### src/rtl/lbk_pkg.sv
package lbk_pkg;

  localparam logic [1:0] MGMT_OFF   = 2'd0;
  localparam logic [1:0] MGMT_MAINT = 2'd1;

  // mode register image; bypass sits in bit 0
  typedef struct packed {
    logic bist_run;
    logic late_loop;
    logic early_loop;
    logic rem_loop;
    logic bypass;
  } mode_t;

  localparam int MODE_W = $bits(mode_t);

  typedef enum logic [1:0] {
    RX_FROM_PATH = 2'd0,
    RX_FROM_TX   = 2'd1,
    RX_FROM_IDLE = 2'd2
  } rx_src_e;

  typedef enum logic [1:0] {
    ST_IDLE = 2'd0,
    ST_RUN  = 2'd1,
    ST_DONE = 2'd2
  } bist_st_e;

endpackage

### src/rtl/lbk_mode_reg.sv
module lbk_mode_reg
  import lbk_pkg::*;
#(
  parameter int          ADDR_W   = 2,
  parameter logic [ADDR_W-1:0] REG_ADDR = '0
) (
  input  logic              clk,
  input  logic              rst_n,
  input  logic              wr_en,
  input  logic [ADDR_W-1:0] wr_addr,
  input  logic [MODE_W-1:0] wr_data,
  input  logic [1:0]        mgmt_state,
  output mode_t             mode
);

  mode_t mode_q, mode_d, wr_img;
  logic  hit, loop_wr_ok;

  always_comb begin
    wr_img     = mode_t'(wr_data);
    hit        = wr_en && (wr_addr == REG_ADDR);
    loop_wr_ok = (mgmt_state == MGMT_OFF) || (mgmt_state == MGMT_MAINT);
    mode_d     = mode_q;
    if (hit) begin
      mode_d.bypass   = wr_img.bypass;
      mode_d.rem_loop = wr_img.rem_loop;
      mode_d.bist_run = wr_img.bist_run;
      if (loop_wr_ok) begin
        mode_d.early_loop = wr_img.early_loop;
        mode_d.late_loop  = wr_img.late_loop;
      end
    end
  end

  always_ff @(posedge clk or negedge rst_n) begin
    if (!rst_n)   mode_q <= '0;
    else if (hit) mode_q <= mode_d;
  end

  assign mode = mode_q;

  AST_LOOP_LOCKED: assert property (@(posedge clk) disable iff (!rst_n)
    (wr_en && mgmt_state[1]) |=> ($stable(mode_q.early_loop) && $stable(mode_q.late_loop)));

  AST_ADDR_MISS: assert property (@(posedge clk) disable iff (!rst_n)
    (wr_en && wr_addr != REG_ADDR) |=> $stable(mode_q));

endmodule

### src/rtl/lbk_selftest.sv
module lbk_selftest
  import lbk_pkg::*;
#(
  parameter int RUN_CYCLES = 64
) (
  input  logic clk,
  input  logic rst_n,
  input  logic run,
  output logic busy,
  output logic done
);

  localparam int CNT_W = (RUN_CYCLES > 1) ? $clog2(RUN_CYCLES) : 1;
  localparam logic [CNT_W-1:0] LAST = CNT_W'(RUN_CYCLES - 1);

  bist_st_e         st_q, st_d;
  logic [CNT_W-1:0] cnt_q, cnt_d;
  logic             cnt_en;
  logic             done_q, done_d;

  always_comb begin
    st_d   = st_q;
    cnt_d  = cnt_q;
    done_d = 1'b0;
    unique case (st_q)
      ST_IDLE: if (run) begin
        st_d  = ST_RUN;
        cnt_d = '0;
      end
      ST_RUN: begin
        if (!run) begin
          st_d = ST_IDLE;
        end else if (cnt_q == LAST) begin
          st_d   = ST_DONE;
          done_d = 1'b1;
        end else begin
          cnt_d = cnt_q + 1'b1;
        end
      end
      ST_DONE: if (!run) st_d = ST_IDLE;
      default: st_d = ST_IDLE;
    endcase
  end

  assign cnt_en = (st_q == ST_RUN) || ((st_q == ST_IDLE) && run);

  always_ff @(posedge clk or negedge rst_n) begin
    if (!rst_n) begin
      st_q   <= ST_IDLE;
      done_q <= 1'b0;
    end else begin
      st_q   <= st_d;
      done_q <= done_d;
    end
  end

  always_ff @(posedge clk or negedge rst_n) begin
    if (!rst_n)      cnt_q <= '0;
    else if (cnt_en) cnt_q <= cnt_d;
  end

  assign busy = (st_q == ST_RUN);
  assign done = done_q;

  AST_DONE_AFTER_BUSY: assert property (@(posedge clk) disable iff (!rst_n)
    done |-> $past(busy));

  AST_ABORT_STOPS: assert property (@(posedge clk) disable iff (!rst_n)
    (busy && !run) |=> (!busy && !done));

  AST_NO_RESTART: assert property (@(posedge clk) disable iff (!rst_n)
    (st_q == ST_DONE && run) |=> !busy);

endmodule

### src/rtl/lbk_datapath.sv
module lbk_datapath
  import lbk_pkg::*;
#(
  parameter int DATA_W = 10
) (
  input  mode_t             mode,
  input  logic [1:0]        mgmt_state,
  input  logic              cfg_override,
  input  logic              scrub_req,
  input  logic              cipher_lpbk,
  input  logic              bist_busy,
  input  logic [DATA_W-1:0] line_rx,
  input  logic [DATA_W-1:0] tx_in,
  input  logic [DATA_W-1:0] eb_rx,
  output logic [DATA_W-1:0] framer_in,
  output logic [DATA_W-1:0] rx_out,
  output logic [DATA_W-1:0] tx_out
);

  localparam logic [DATA_W-1:0] IDLE_FILL = {DATA_W{1'b1}};

  logic              apply_en, byp_eff, rem_eff, early_eff;
  logic [DATA_W-1:0] recv_path;
  rx_src_e           rx_sel;

  always_comb begin
    apply_en  = (mgmt_state == MGMT_MAINT) || cfg_override;
    byp_eff   = mode.bypass && apply_en;
    early_eff = mode.early_loop || bist_busy;
    rem_eff   = mode.rem_loop && apply_en && !mode.early_loop
                && !mode.late_loop && !cipher_lpbk;
  end

  always_comb begin
    recv_path = mode.late_loop ? tx_in : eb_rx;
    framer_in = early_eff ? tx_in : line_rx;
    tx_out    = rem_eff ? recv_path : tx_in;
  end

  always_comb begin
    if (byp_eff) rx_sel = scrub_req ? RX_FROM_IDLE : RX_FROM_TX;
    else         rx_sel = RX_FROM_PATH;
    unique case (rx_sel)
      RX_FROM_TX:   rx_out = tx_in;
      RX_FROM_IDLE: rx_out = IDLE_FILL;
      default:      rx_out = recv_path;
    endcase
  end

endmodule

### src/rtl/lbk_path_ctrl.sv
module lbk_path_ctrl
  import lbk_pkg::*;
#(
  parameter int DATA_W      = 10,
  parameter int ADDR_W      = 2,
  parameter int BIST_CYCLES = 64
) (
  input  logic              clk,
  input  logic              rst_n,
  input  logic              wr_en,
  input  logic [ADDR_W-1:0] wr_addr,
  input  logic [4:0]        wr_data,
  input  logic [1:0]        mgmt_state,
  input  logic              cfg_override,
  input  logic              scrub_req,
  input  logic              cipher_lpbk,
  input  logic [DATA_W-1:0] line_rx,
  input  logic [DATA_W-1:0] tx_in,
  input  logic [DATA_W-1:0] eb_rx,
  output logic [DATA_W-1:0] framer_in,
  output logic [DATA_W-1:0] rx_out,
  output logic [DATA_W-1:0] tx_out,
  output logic              bist_busy,
  output logic              bist_done
);

  mode_t mode;

  lbk_mode_reg #(.ADDR_W(ADDR_W), .REG_ADDR('0)) u_reg (
    .clk        (clk),
    .rst_n      (rst_n),
    .wr_en      (wr_en),
    .wr_addr    (wr_addr),
    .wr_data    (wr_data),
    .mgmt_state (mgmt_state),
    .mode       (mode)
  );

  lbk_selftest #(.RUN_CYCLES(BIST_CYCLES)) u_bist (
    .clk   (clk),
    .rst_n (rst_n),
    .run   (mode.bist_run),
    .busy  (bist_busy),
    .done  (bist_done)
  );

  lbk_datapath #(.DATA_W(DATA_W)) u_path (
    .mode         (mode),
    .mgmt_state   (mgmt_state),
    .cfg_override (cfg_override),
    .scrub_req    (scrub_req),
    .cipher_lpbk  (cipher_lpbk),
    .bist_busy    (bist_busy),
    .line_rx      (line_rx),
    .tx_in        (tx_in),
    .eb_rx        (eb_rx),
    .framer_in    (framer_in),
    .rx_out       (rx_out),
    .tx_out       (tx_out)
  );

  AST_IDLE_FILL: assert property (@(posedge clk) disable iff (!rst_n)
    (mgmt_state == MGMT_MAINT && mode.bypass && scrub_req) |-> (&rx_out));

  AST_REMOTE_BLOCKED: assert property (@(posedge clk) disable iff (!rst_n)
    (mode.early_loop || mode.late_loop || cipher_lpbk) |-> (tx_out == tx_in));

  AST_BIST_FORCES_LOOP: assert property (@(posedge clk) disable iff (!rst_n)
    bist_busy |-> (framer_in == tx_in));

  AST_BIST_CLEAN_RESET: assert property (@(posedge clk) disable iff (!rst_n)
    $rose(bist_busy) |-> $past(mode.bist_run));

endmodule

### config.mk
export PLATFORM = sky130hd
export DESIGN_NAME = lbk_path_ctrl
export DESIGN_NICKNAME = d
export VERILOG_FILES = /design/src/rtl/lbk_pkg.sv /design/src/rtl/lbk_mode_reg.sv /design/src/rtl/lbk_selftest.sv /design/src/rtl/lbk_datapath.sv /design/src/rtl/lbk_path_ctrl.sv
export SDC_FILE = /design/constraint.sdc
export NUM_CORES = 1
export LEC_CHECK = 0
export BUFFER_PORTS_ARGS = -buffer_cell sky130_fd_sc_hd__buf_2
export CAP_MARGIN = 5
export CORE_UTILIZATION = 45
export CTS_CLUSTER_SIZE = 8
export DETAILED_ROUTE_END_ITERATION = 8
export GPL_ROUTABILITY_DRIVEN = 0
export PLACE_DENSITY = 0.81
export RECOVER_POWER = 100
export SLEW_MARGIN = 20
export SYNTH_ARGS = -nofsm -noshare
export SYNTH_HDL_FRONTEND = slang
export SYNTH_SLANG_ARGS = --single-unit
### constraint.sdc
create_clock -name clk -period 1.7 [get_ports clk]
set_input_delay 0.17 -clock clk [delete_from_list [all_inputs] [get_ports clk]]
set_output_delay 0.17 -clock clk [all_outputs]
set_load 0.1 [all_outputs]
== Word level (Yosys, flattened, before mapping) ==
Cells that the tools add are included.

* Multipliers: 0
* Equal/unequal tests: 11
* Div/mod/pow operators: 0
* Mux-type cells: 18
* Reduce and logical (&&, ||, !) cells: 21
* Add/subtract/negate cells: 1
* Bitwise gates (word level): 0
* Magnitude comparators: 0
* Shifts and indexed selects: 0

{| class="wikitable"
|+ Operators with widths
! cell !! number
|-
| $mux 10 || 3
|-
| $pmux 10 s2 || 1
|-
| $mux 6 || 3
|-
| $mux 2 || 6
|-
| $pmux 6 s2 || 1
|-
| $ne 2x2->1 const B || 4
|-
| $logic_and 1x1->1 || 7
|-
| $add 6x1->6 const B || 1
|-
| $eq 2x1->1 const B || 3
|-
| $eq 6x6->1 const B || 1
|-
| $logic_not 2->1 || 3
|-
| $pmux 2 s3 || 1
|-
| $reduce_and 5->1 || 1
|-
| $eq 2x2->1 const B || 2
|-
| $logic_or 1x1->1 || 4
|-
| $logic_not 1->1 || 3
|-
| $mux 1 || 3
|-
| $ne 3x3->1 const B || 1
|-
| $reduce_and 3->1 || 1
|-
| $reduce_and 2->1 || 1
|-
| $reduce_bool 2->1 || 1
|}

* Bits in writable memories: 0
* Input bits: 45
* ROM bits: 0
* Memories: 0
* Bits in registers: 14
* Output and inout port bits: 32
* Bits in latches: 0
* Word-level logic and storage cells: 59

== Logic depth before layout (Yosys ltp) ==
Gate-level depths: netlist (run 1).

* Depth after elaboration: 7
* Mapped depth: 5
* Gate-level depth less buffers: 4

== Modules after synthesis ==
From an unflattened synthesis (run 1), not the netlist that was laid out.

* Cell total of the unflattened synthesis: 136
* Area, all modules: 1191.1 sq um

{| class="wikitable"
|+ By module, submodules not included
! module !! times used !! cells an instance !! sequential area each (sq um) !! area each (sq um)
|-
| lbk_selftest || 1 || 51 || 225.2 || 510.5
|-
| lbk_datapath || 1 || 73 || 0.0 || 462.9
|-
| lbk_mode_reg || 1 || 12 || 125.1 || 217.7
|}

== Worst setup path after synthesis (run 1) ==
No wires, ideal clock.

* Path kind: register to output
* Start point: reg u_bist.st_q[1]
* End point: out framer_in[0]
* Setup slack: -0.469 ns
* Cell stages (with the launch flop): 4
* Buffers on the path: 0
* Arrival time: 1.999 ns
* Data required time: 1.530 ns
* Path through: dfrtp_1 and2b_1 nor2_4 mux2_2

* Word-level cells in the longest chain between the ends: 3

{| class="wikitable"
|+ RTL lines
! what !! line !! text
|-
| start, declared || lbk_selftest.sv:16 || <nowiki>bist_st_e st_q, st_d;</nowiki>
|-
| start signal, assigned || lbk_selftest.sv:52 || <nowiki>st_q <= st_d;</nowiki>
|-
| $eq 2x1->1 || lbk_selftest.sv:62 || <nowiki>assign busy = (st_q == ST_RUN);</nowiki>
|-
| via bist_busy || lbk_path_ctrl.sv:23 || <nowiki>output logic bist_busy,</nowiki>
|-
| $logic_or 1x1->1 || lbk_datapath.sv:29 || <nowiki>early_eff = mode.early_loop || bist_busy;</nowiki>
|-
| $mux 10 || lbk_datapath.sv:36 || <nowiki>framer_in = early_eff ? tx_in : line_rx;</nowiki>
|-
| end, declared || lbk_path_ctrl.sv:20 || <nowiki>output logic [DATA_W-1:0] framer_in,</nowiki>
|}

The timed path passes the listed nets, and every way through them passes these cells.

== Final worst setup path (run 1) ==
* Start point: reg u_reg.mode_q, in the netlist u_reg.mode[3]
* End point: out rx_out[3]

* Word-level cells in the longest chain between the ends: 2

{| class="wikitable"
|+ RTL lines
! what !! line !! text
|-
| start, declared || lbk_mode_reg.sv:16 || <nowiki>mode_t mode_q, mode_d, wr_img;</nowiki>
|-
| start signal, assigned || lbk_mode_reg.sv:37 || <nowiki>else if (hit) mode_q <= mode_d;</nowiki>
|-
| $mux 10 || lbk_datapath.sv:35 || <nowiki>recv_path = mode.late_loop ? tx_in : eb_rx;</nowiki>
|-
| $pmux 10 s2 || lbk_datapath.sv:43 || <nowiki>unique case (rx_sel)</nowiki>
|-
| end, declared || lbk_path_ctrl.sv:21 || <nowiki>output logic [DATA_W-1:0] rx_out,</nowiki>
|}

Every way passes these cells.

==> impl_metrics.toml, run 1 <==
[outcome]
status = "finished, violations left"
violations = "design-rule violations, negative setup slack"

[timing]
timing.hold.ws_ns = 0.09450
relSlewSlack = 0.4285
setup_violations = 30
setup_ws_ns = -0.3349
min_period_ns = 2.035
final_max_slew_viol_count = 0
max_slew.worst_pin.slew_ns = 0.8573
post-route-period-util = 1.197
finalHoldViolCount = 0
fmaxAchievable_mhz = 491.4
rsz0062_at_grt = "yes"
skew_ns = 0.002770

[floorplan]
rows = 19
core-area_um2 = 2829
boundaryPins = 77
die_h_um = 57.38
start_util = 0.4878
die_w_um = 57.38
dieArea_um2 = 3292

[clocking]
cts_root_buffer = "clkbuf_4"
cts_made_buffers = 3
cts_tree = "yes"
clockBufferDepth = 2
htree_levels = 1
clock_sinks = 14
clkLatencyLatePin_ns = 0.31
clk_pin_slew_ns = 0.10

[global_route]
grt_pass1_wl_um = 8769
grt_usage = 0.3523
grt_max_degree = 21
overflow = 0
antenna_found_initial = 0
grt_pass1_vias = 1730

[yosys]
synth.avg_cell_area_um2 = 9.140
netlist-cell-type-count = 36
async_flop_share = 1.000
synth-warning-count = 0
syn-cell-area_um2 = 1380
synthFlopType = "dfrtp_1"
synth_edf_count = 0
synth_seq_cells = 14
synthCells = 151
syn_nets = 197
ys_seq_area_frac = 0.2539

[layout]
postLayoutCellArea_um2 = 2603
final_common_cell = "buf_2"
final_cell_mix = "buf_2, buf_12, mux2_2"
diodes = 0
area_growth_syn_to_layout_pct = 88.58
nets = 289
layout-drive-gt1-share = 0.6157
fillers = 98
final_util = 0.9199

[critical_path]
rr_endpoint = "u_bist.cnt_q[0]"
cp_num_buf_inv = 2
critPathMaxStageDelay_ns = 0.50
crit_fanout = 15
required_ns = 1.53
critPathTopFamily = "flip-flops"
rr_worst_depth = 4
worstPathArrival_ns = 1.86
crit_slowest_cell = "dfrtp_2"
cp-start-kind = "flip-flop"
rrSetupSlack_ns = 0.16
r2r_start = "u_bist.cnt_q[0]"
path_cells = "bufbuf_16 -> nand2b_1 -> o311a_1 -> nand2_2 -> buf_12"
setup.worst_path.end_class = "output pin"
path_class = "flip-flop to output pin"

[route]
drtIter0Drc = 183
firstDrtPassIters = 8
num_vias = 1849
wl_um = 6350
via_per_inst = 6.773
drc_errors = 4
antenna_left = 0
wl_per_cell_um = 23.26

[power_and_ir_drop]
power_density_nw_per_um2 = 1222
vdd_drop_max_v = 0.0009870
power_leakage_nw = 1.190

[placed_design]
dp_hpwl_um = 3523
dpl_cell_area_um2 = 2376
pre_cts_slack_ns = 0.01034
port_buffers = 76

[job]
drv_cap = 0

[min_path]
hold_end = "u_reg.mode[1]"
min_path_type = "primary input to flip-flop"
min-delay-start = "wr_data[1]"
min_path_cells = 2
## worst reg2reg max path: cells and delay by family, from the launching register on
| family | cells | cell delay [ns] |
|---|---|---|
| flip-flops | 1 | 0.46 |
| adder cells (fa/ha/maj) | 1 | 0.29 |
| multiplexers | 1 | 0.36 |
| AO/OA/AOI/OAI | 1 | 0.17 |
| AND/OR/NAND/NOR | 1 | 0.16 |
## area by class of cell
type	instances	area, µm²	area share
well taps	31	38.79	0.01490
clock buffers	4	36.28	0.01394
multi-input cells	125	1101	0.4231
repair buffers	96	1062	0.4082
flip-flops and latches	14	352.8	0.1356
inverters	3	11.26	0.004327
## synth_stat cells (2+ instances only)
master / number / area, µm²
buf_2: 2 / 10.01
nand2_1: 22 / 82.58
o221ai_1: 10 / 87.58
nor2b_1: 3 / 18.77
or3b_2: 10 / 87.58
mux2_2: 26 / 292.8
nand2b_1: 11 / 68.82
o311a_1: 10 / 100.1
nand4_1: 2 / 12.51
inv_1: 3 / 11.26
nor3_1: 2 / 10.01
dfrtp_1: 14 / 350.3
nand3_1: 2 / 10.01
a21oi_1: 2 / 10.01
o21ai_2: 2 / 17.52
o21ai_0: 2 / 10.01
and2b_1: 3 / 22.52
clkbuf_1: 7 / 26.28
## report_power, final
part	switching (W)	internal (W)	leakage [nW]	total, W
registers	0.000105	0.000397	0.179	0.000501
logic	0.00143	0.000973	0.991	0.00241
clock network	0.000139	0.000131	0.0210	0.000270
total	0.00168	0.00150	1.19	0.00318
## sequential cells by signal, summed over array words and instances (netlist names)
register      cells
u_bist.cnt_q      6
u_reg.mode        5
u_bist.done       1
u_bist.st_q       2
## cell families (layout without fill, tap and decap cells)
group	after synthesis	after routing	synth area share
buffers and inverters	13	103	0.03717
adders and majority gates	1	1	0.009065
muxes	27	27	0.2194
DFF	14	14	0.2539
AOI/OAI and AO/OA	34	35	0.2094
and+or+nand+nor	62	62	0.2711
## repair_timing
item	4_1_cts	5_1_grt
cloned	2	1
hold endpoints to repair	14	0
hold buffers	1	0
resized for setup	10	13
endpoints found under the setup margin	30	30
buffers inserted	5	1
pin swaps	2	9
## layer usage
layer  part of all wire  global-route usage
met5                  0                   0
met4              0.038              0.1115
met3              0.097             0.09297
met2               0.53              0.6595
met1               0.34              0.3815
## how the worst max path moves through the flow
| stage | depth (start not counted) | end | startpoint | slack, ns |
|---|---|---|---|---|
| 2_1_floorplan | 3 | framer_in[0] | u_bist.st_q[0] | -0.1 |
| 3_3_place_gp | 4 | tx_out[4] | u_reg.mode[3] | 0.06 |
| 3_5_place_dp | 5 | tx_out[1] | mgmt_state[0] | 0.01 |
| 4_1_cts | 5 | rx_out[3] | u_reg.mode[3] | -0.25 |
| 5_1_grt | 5 | rx_out[7] | u_reg.mode[3] | -0.37 |
| 6_report | 5 | rx_out[3] | u_reg.mode[3] | -0.33 |
## stage by stage
stage / TNS (ns) / instances / total power (W)
4_1_cts: -5.894 / 271 / 0.003020
2_1_floorplan: -0.09629 / 151 / 0.001902
3_5_place_dp: 0 / 259 / 0.002663
3_3_place_gp: 0 / 259 / 0.002617
6_report: -7.519 / 273 / 0.003180
5_1_grt: -8.757 / 273 / 0.003262
Note: power is estimated with default switching activity, not from simulation.
==> inputs of run 2 (changes only) <==
--- a/config.mk
+++ b/config.mk
@@ -6,11 +6,12 @@
 export NUM_CORES = 1
 export LEC_CHECK = 0
 export BUFFER_PORTS_ARGS = -buffer_cell sky130_fd_sc_hd__buf_2
-export CAP_MARGIN = 5
+export CAP_MARGIN = 20
 export CORE_UTILIZATION = 45
 export CTS_CLUSTER_SIZE = 8
 export DETAILED_ROUTE_END_ITERATION = 8
 export GPL_ROUTABILITY_DRIVEN = 0
+export MAX_ROUTING_LAYER = met4
 export PLACE_DENSITY = 0.81
 export RECOVER_POWER = 100
 export SLEW_MARGIN = 20
==> run 2 against run 1 <==
The flow still finishes with violations (design-rule violations, negative setup slack). Fmax hardly changed. Clock-buffer cell count is the same. Register-to-register slack hardly changed. Sequential share of layout area is the same. Setup slack improved by 0.0012 ns. Routed wire length rose by 0.58%. Via count shrank 0.16%. Die area unchanged. Largest power group unchanged.
==> impl_metrics.toml, run 2 (synthesis gave the netlist of run 1 again) <==
[outcome]
status = "finished, violations left"
violations = "design-rule violations, negative setup slack"

[layout]
regArea_um2 = 352.8
nets = 289
area_growth_syn_to_layout_pct = 88.58
largest-register = "u_bist.cnt_q"
largest_reg_flops = 6
diodes = 0
fillers = 98
layout-drive-gt1-share = 0.6157
final_cell_mix = "buf_2, buf_12, mux2_2"
multiInputGateArea_um2 = 1101
final_common_cell = "buf_2"
final_util = 0.9199

[timing]
timing.hold.ws_ns = 0.09278
finalHoldViolCount = 0
post-route-period-util = 1.196
final_max_slew_viol_count = 0
fmaxAchievable_mhz = 491.7
timing.setup.tns_ns = -7.487
skew_ns = 0.003667
max_slew.worst_pin.slew_ns = 0.8580
setup_violations = 30
setup_ws_ns = -0.3338
min_period_ns = 2.034
relSlewSlack = 0.4280
rsz0062_at_grt = "yes"

[route]
drc_errors = 10
antenna_left = 0
wl_per_cell_um = 23.40
num_vias = 1846
drtIter0Drc = 194
firstDrtPassIters = 6
wl_um = 6387
via_per_inst = 6.762

[clocking]
clock_sinks = 14
cts_root_buffer = "clkbuf_4"
clk_pin_slew_ns = 0.10
clkLatencyLatePin_ns = 0.31
cts_made_buffers = 3
cts_tree = "yes"
clockBufferDepth = 2
htree_levels = 1

[power_and_ir_drop]
clockPowerShare = 0.085
sw_frac_of_total = 0.5284
internal_power_w = 0.001501
power_leakage_nw = 1.190
p_sw_w = 0.001682
p_total_w = 0.003182
power_density_nw_per_um2 = 1223
p_seq_frac = 0.158
combPwrFrac = 0.757
vdd_drop_max_v = 0.0009874

[global_route]
grt_max_degree = 21
overflow = 0
grt_usage = 0.3632
grt_pass1_wl_um = 8776
grt_pass1_vias = 1728
antenna_found_initial = 0

[critical_path]
startpoint = "u_reg.mode[3]"
rr_worst_depth = 4
critPathTopFamily = "flip-flops"
path_depth = 5
path_class = "flip-flop to output pin"
r2r_start = "u_bist.cnt_q[0]"
crit_fanout = 15
critPathMaxStageDelay_ns = 0.50
setup.worst_path.end_class = "output pin"
cp-start-kind = "flip-flop"
crit_end = "rx_out[7]"
crit_slowest_cell = "dfrtp_2"
rr_endpoint = "u_bist.cnt_q[0]"
cp_num_buf_inv = 2
path_cells = "bufbuf_16 -> nand2b_1 -> o311a_1 -> nand2_2 -> buf_12"
required_ns = 1.53
worstPathArrival_ns = 1.86
rrSetupSlack_ns = 0.16

[floorplan]
boundaryPins = 77
die_h_um = 57.38
die_w_um = 57.38
dieArea_um2 = 3292
rows = 19
start_util = 0.4878
core-area_um2 = 2829

[placed_design]
port_buffers = 76
dp_hpwl_um = 3523

[job]
drv_cap = 0

[min_path]
min_path_type = "primary input to flip-flop"
-- run 2: cell counts in the layout (fill, tap and decap cells not counted) --
No cell type changed its count.
-- run 2: routing by layer --
| metal | GRT usage | vias up | part of all wire |
|---|---|---|---|
| met5 | - | - | 0 |
| met4 | 0.1115 | 0 | 0.039 |
| met3 | 0.09070 | 31 | 0.096 |
| met2 | 0.6595 | 162 | 0.52 |
| met1 | 0.3829 | 883 | 0.35 |
| li1 | - | 770 | - |
-- run 2: power by group through the flow --
stage / clock, W / combinational (W) / sequential (W)
after floorplan: 0 / 0.00143 / 0.000470
after global placement: 0 / 0.00214 / 0.000478
after detailed placement: 0 / 0.00218 / 0.000488
after CTS: 0.000247 / 0.00229 / 0.000488
after global routing: 0.000281 / 0.00247 / 0.000510
final: 0.000270 / 0.00241 / 0.000502
-- run 2: worst min-delay path by stage --
| stage | to | from | slack [ns] | depth (start not counted) |
|---|---|---|---|---|
| after floorplan | u_bist.cnt_q[0] | rst_n | -0.13 | 0 |
| after global placement | u_bist.cnt_q[5] | rst_n | 0.08 | 1 |
| after detailed placement | u_bist.cnt_q[3] | rst_n | 0.08 | 1 |
| after CTS | u_reg.mode[1] | wr_data[1] | 0.12 | 2 |
| after global routing | u_reg.mode[1] | wr_data[1] | 0.09 | 2 |
| final | u_reg.mode[1] | wr_data[1] | 0.09 | 2 |
-- run 2: cell type report --
cell class                 instances  share of cell area
clock buffer                       4             0.01394
tap                               31             0.01490
sequential                        14              0.1356
multi-input combinational        125              0.4231
inverter                           3            0.004327
timing repair buffer              96              0.4082
-- run 2: stage by stage --
stage / std cells / setup slack [ns] / cell area (µm²)
final: 273 / -0.3338 / 2603
after global routing: 273 / -0.3636 / 2603
after CTS: 271 / -0.2498 / 2549
after detailed placement: 259 / 0.01034 / 2376
after global placement: 259 / 0.05919 / 2376
after floorplan: 151 / -0.09629 / 1441
-- run 2: worst register-to-register path: cells and delay by family (launching register included) --
kind / cells / cell delay, ns
muxes: 1 / 0.36
adders and majority gates: 1 / 0.29
DFF: 1 / 0.46
AOI/OAI and AO/OA: 1 / 0.17
and+or+nand+nor: 1 / 0.15
-- run 2: repair_timing --
action | 4_1_cts | 5_1_grt
gates resized for setup | 10 | 13
endpoints found under the hold margin | 14 | 0
hold buffers | 1 | 0
gates cloned | 2 | 1
pin swaps | 2 | 9
buffers inserted | 5 | 1
endpoints found under the setup margin | 30 | 30
==> inputs of run 3 (changes only) <==
--- a/config.mk
+++ b/config.mk
@@ -7,12 +7,13 @@
 export LEC_CHECK = 0
 export BUFFER_PORTS_ARGS = -buffer_cell sky130_fd_sc_hd__buf_2
 export CAP_MARGIN = 20
-export CORE_UTILIZATION = 45
+export CORE_UTILIZATION = 46
+export CTS_BUF_LIST = sky130_fd_sc_hd__clkbuf_4
 export CTS_CLUSTER_SIZE = 8
 export DETAILED_ROUTE_END_ITERATION = 8
 export GPL_ROUTABILITY_DRIVEN = 0
 export MAX_ROUTING_LAYER = met4
-export PLACE_DENSITY = 0.81
+export PLACE_DENSITY = 0.83
 export RECOVER_POWER = 100
 export SLEW_MARGIN = 20
 export SYNTH_ARGS = -nofsm -noshare
==> run 3 against run 2 <==
The run still ends with design-rule violations, negative setup slack left. Routed wire length is 22% higher. Utilization is 3.8 points higher. First-iteration DRC count is 38% higher. Final cell count is 2.2% higher. Clock power is 26% lower. Via count is 9.0% higher. Non-clock buffer count is 6 higher. Critical path type unchanged. Critical endpoint is now rx_out[1]. Largest cell class unchanged.
==> impl_metrics.toml, run 3 (synthesis gave the netlist of run 1 again) <==
[critical_path]
setup.worst_path.end_class = "output pin"
crit_slowest_cell = "dfrtp_2"
path_cells = "buf_12 -> buf_16 -> nand2b_4 -> o311a_1 -> nand2_2 -> buf_12"
critPathTopFamily = "flip-flops"
cp_num_buf_inv = 3
path_class = "flip-flop to output pin"
crit_fanout = 7
worstPathArrival_ns = 1.87
required_ns = 1.53
crit_top_cell = "buf_12"
cp-start-kind = "flip-flop"
critPathMaxStageDelay_ns = 0.49

[power_and_ir_drop]
power_density_nw_per_um2 = 1225
p_total_w = 0.003292
power_leakage_nw = 1.236
vdd_drop_max_v = 0.0009078

[job]
drv_cap = 0

[layout]
largest-register = "u_bist.cnt_q"
final_common_cell = "buf_2"
layout-drive-gt1-share = 0.6478
nets = 295
area_growth_syn_to_layout_pct = 94.74
largest_reg_flops = 6
final_cell_mix = "buf_2, buf_12, mux2_2"

[timing]
skew_ns = 0.0003579
relSlewSlack = 0.4743
finalHoldViolCount = 0
timing.setup.tns_ns = -7.804
setup_violations = 31
rsz0062_at_grt = "yes"
post-route-period-util = 1.198
min_period_ns = 2.036
setup_ws_ns = -0.3361
final_max_slew_viol_count = 0
fmaxAchievable_mhz = 491.1
max_slew.worst_pin.slew_ns = 0.7886

[floorplan]
die_w_um = 56.78
rows = 19
core-area_um2 = 2805
dieArea_um2 = 3223
boundaryPins = 77
die_h_um = 56.78
start_util = 0.4920

[route]
via_per_inst = 7.215
firstDrtPassIters = 8
drc_errors = 6
num_vias = 2013
wl_per_cell_um = 28.02
drtIter0Drc = 268
antenna_left = 0
wl_um = 7817

[clocking]
clock_sinks = 14
htree_levels = 1
cts_root_buffer = "clkbuf_4"
clk_pin_slew_ns = 0.08
cts_made_buffers = 3
clkLatencyLatePin_ns = 0.30
cts_tree = "yes"
clockBufferDepth = 2

[outcome]
violations = "design-rule violations, negative setup slack"
status = "finished, violations left"

[global_route]
grt_max_degree = 22
grt_usage = 0.4303
grt_pass1_vias = 1885
antenna_found_initial = 1
overflow = 0
grt_pass1_wl_um = 9915

[min_path]
min_path_type = "primary input to flip-flop"

[placed_design]
port_buffers = 76
dp_hpwl_um = 3494
## run 3: layout make-up
class | instances | area (µm²)
clock buffer | 3 | 22.52
timing repair buffer | 102 | 1117
antenna | 1 | 2.502
sequential | 14 | 351.6
multi-input combinational | 125 | 1144
tap | 31 | 38.79
fill | 62 | 117.6
inverter | 3 | 11.26
## run 3: stage by stage
stage          utilization  worst slack (ns)  cell area [µm²]  hold slack (ns)  std cells
2_1_floorplan            -          -0.09629             1441          -0.1256        151
3_3_place_gp        0.8470           0.05648             2376          0.07480        259
3_5_place_dp        0.8470          -0.04148             2376          0.08444        259
4_1_cts             0.9309           -0.2688             2611           0.1069        272
5_1_grt             0.9581           -0.3357             2688           0.1067        279
6_report            0.9581           -0.3361             2688           0.1148        279
## run 3: timing repair
action | CTS | global route
gates resized for setup | 23 | 17
hold buffers | 1 | 0
pin swaps | 15 | 5
setup endpoints to repair | 30 | 30
gates cloned | 3 | 0
setup buffers | 6 | 7
endpoints found under the hold margin | 14 | 0
## run 3: per-layer routing
metal  routed length (µm)  vias to the layer above  GRT usage
li1                     -                      780          -
met1                 2682                      931     0.4807
met2                 3558                      223     0.7330
met3                  879                       79     0.1152
met4                  697                        0     0.1638
met5                    0                        -          -
## run 3: worst paths after layout
| kind | start | to | slack (ns) | depth (start not counted) |
|---|---|---|---|---|
| max in group asynchronous | rst_n | u_reg.mode[3] | 0.68 | 2 |
| min in group asynchronous | rst_n | u_bist.cnt_q[5] | 0.48 | 2 |
| max reg2reg | u_bist.cnt_q[1] | u_bist.cnt_q[4] | -0.02 | 5 |
| min reg2reg | u_reg.mode[1] | u_reg.mode[1] | 0.56 | 1 |
| max | u_reg.mode[3] | rx_out[1] | -0.34 | 6 |
| min | wr_data[4] | u_reg.mode[4] | 0.11 | 2 |
## run 3: report_power, final
part | internal [W] | switching [W]
registers | 0.000396 | 0.000110
clock network | 0.0000828 | 0.000118
logic | 0.00105 | 0.00154
total | 0.00153 | 0.00177
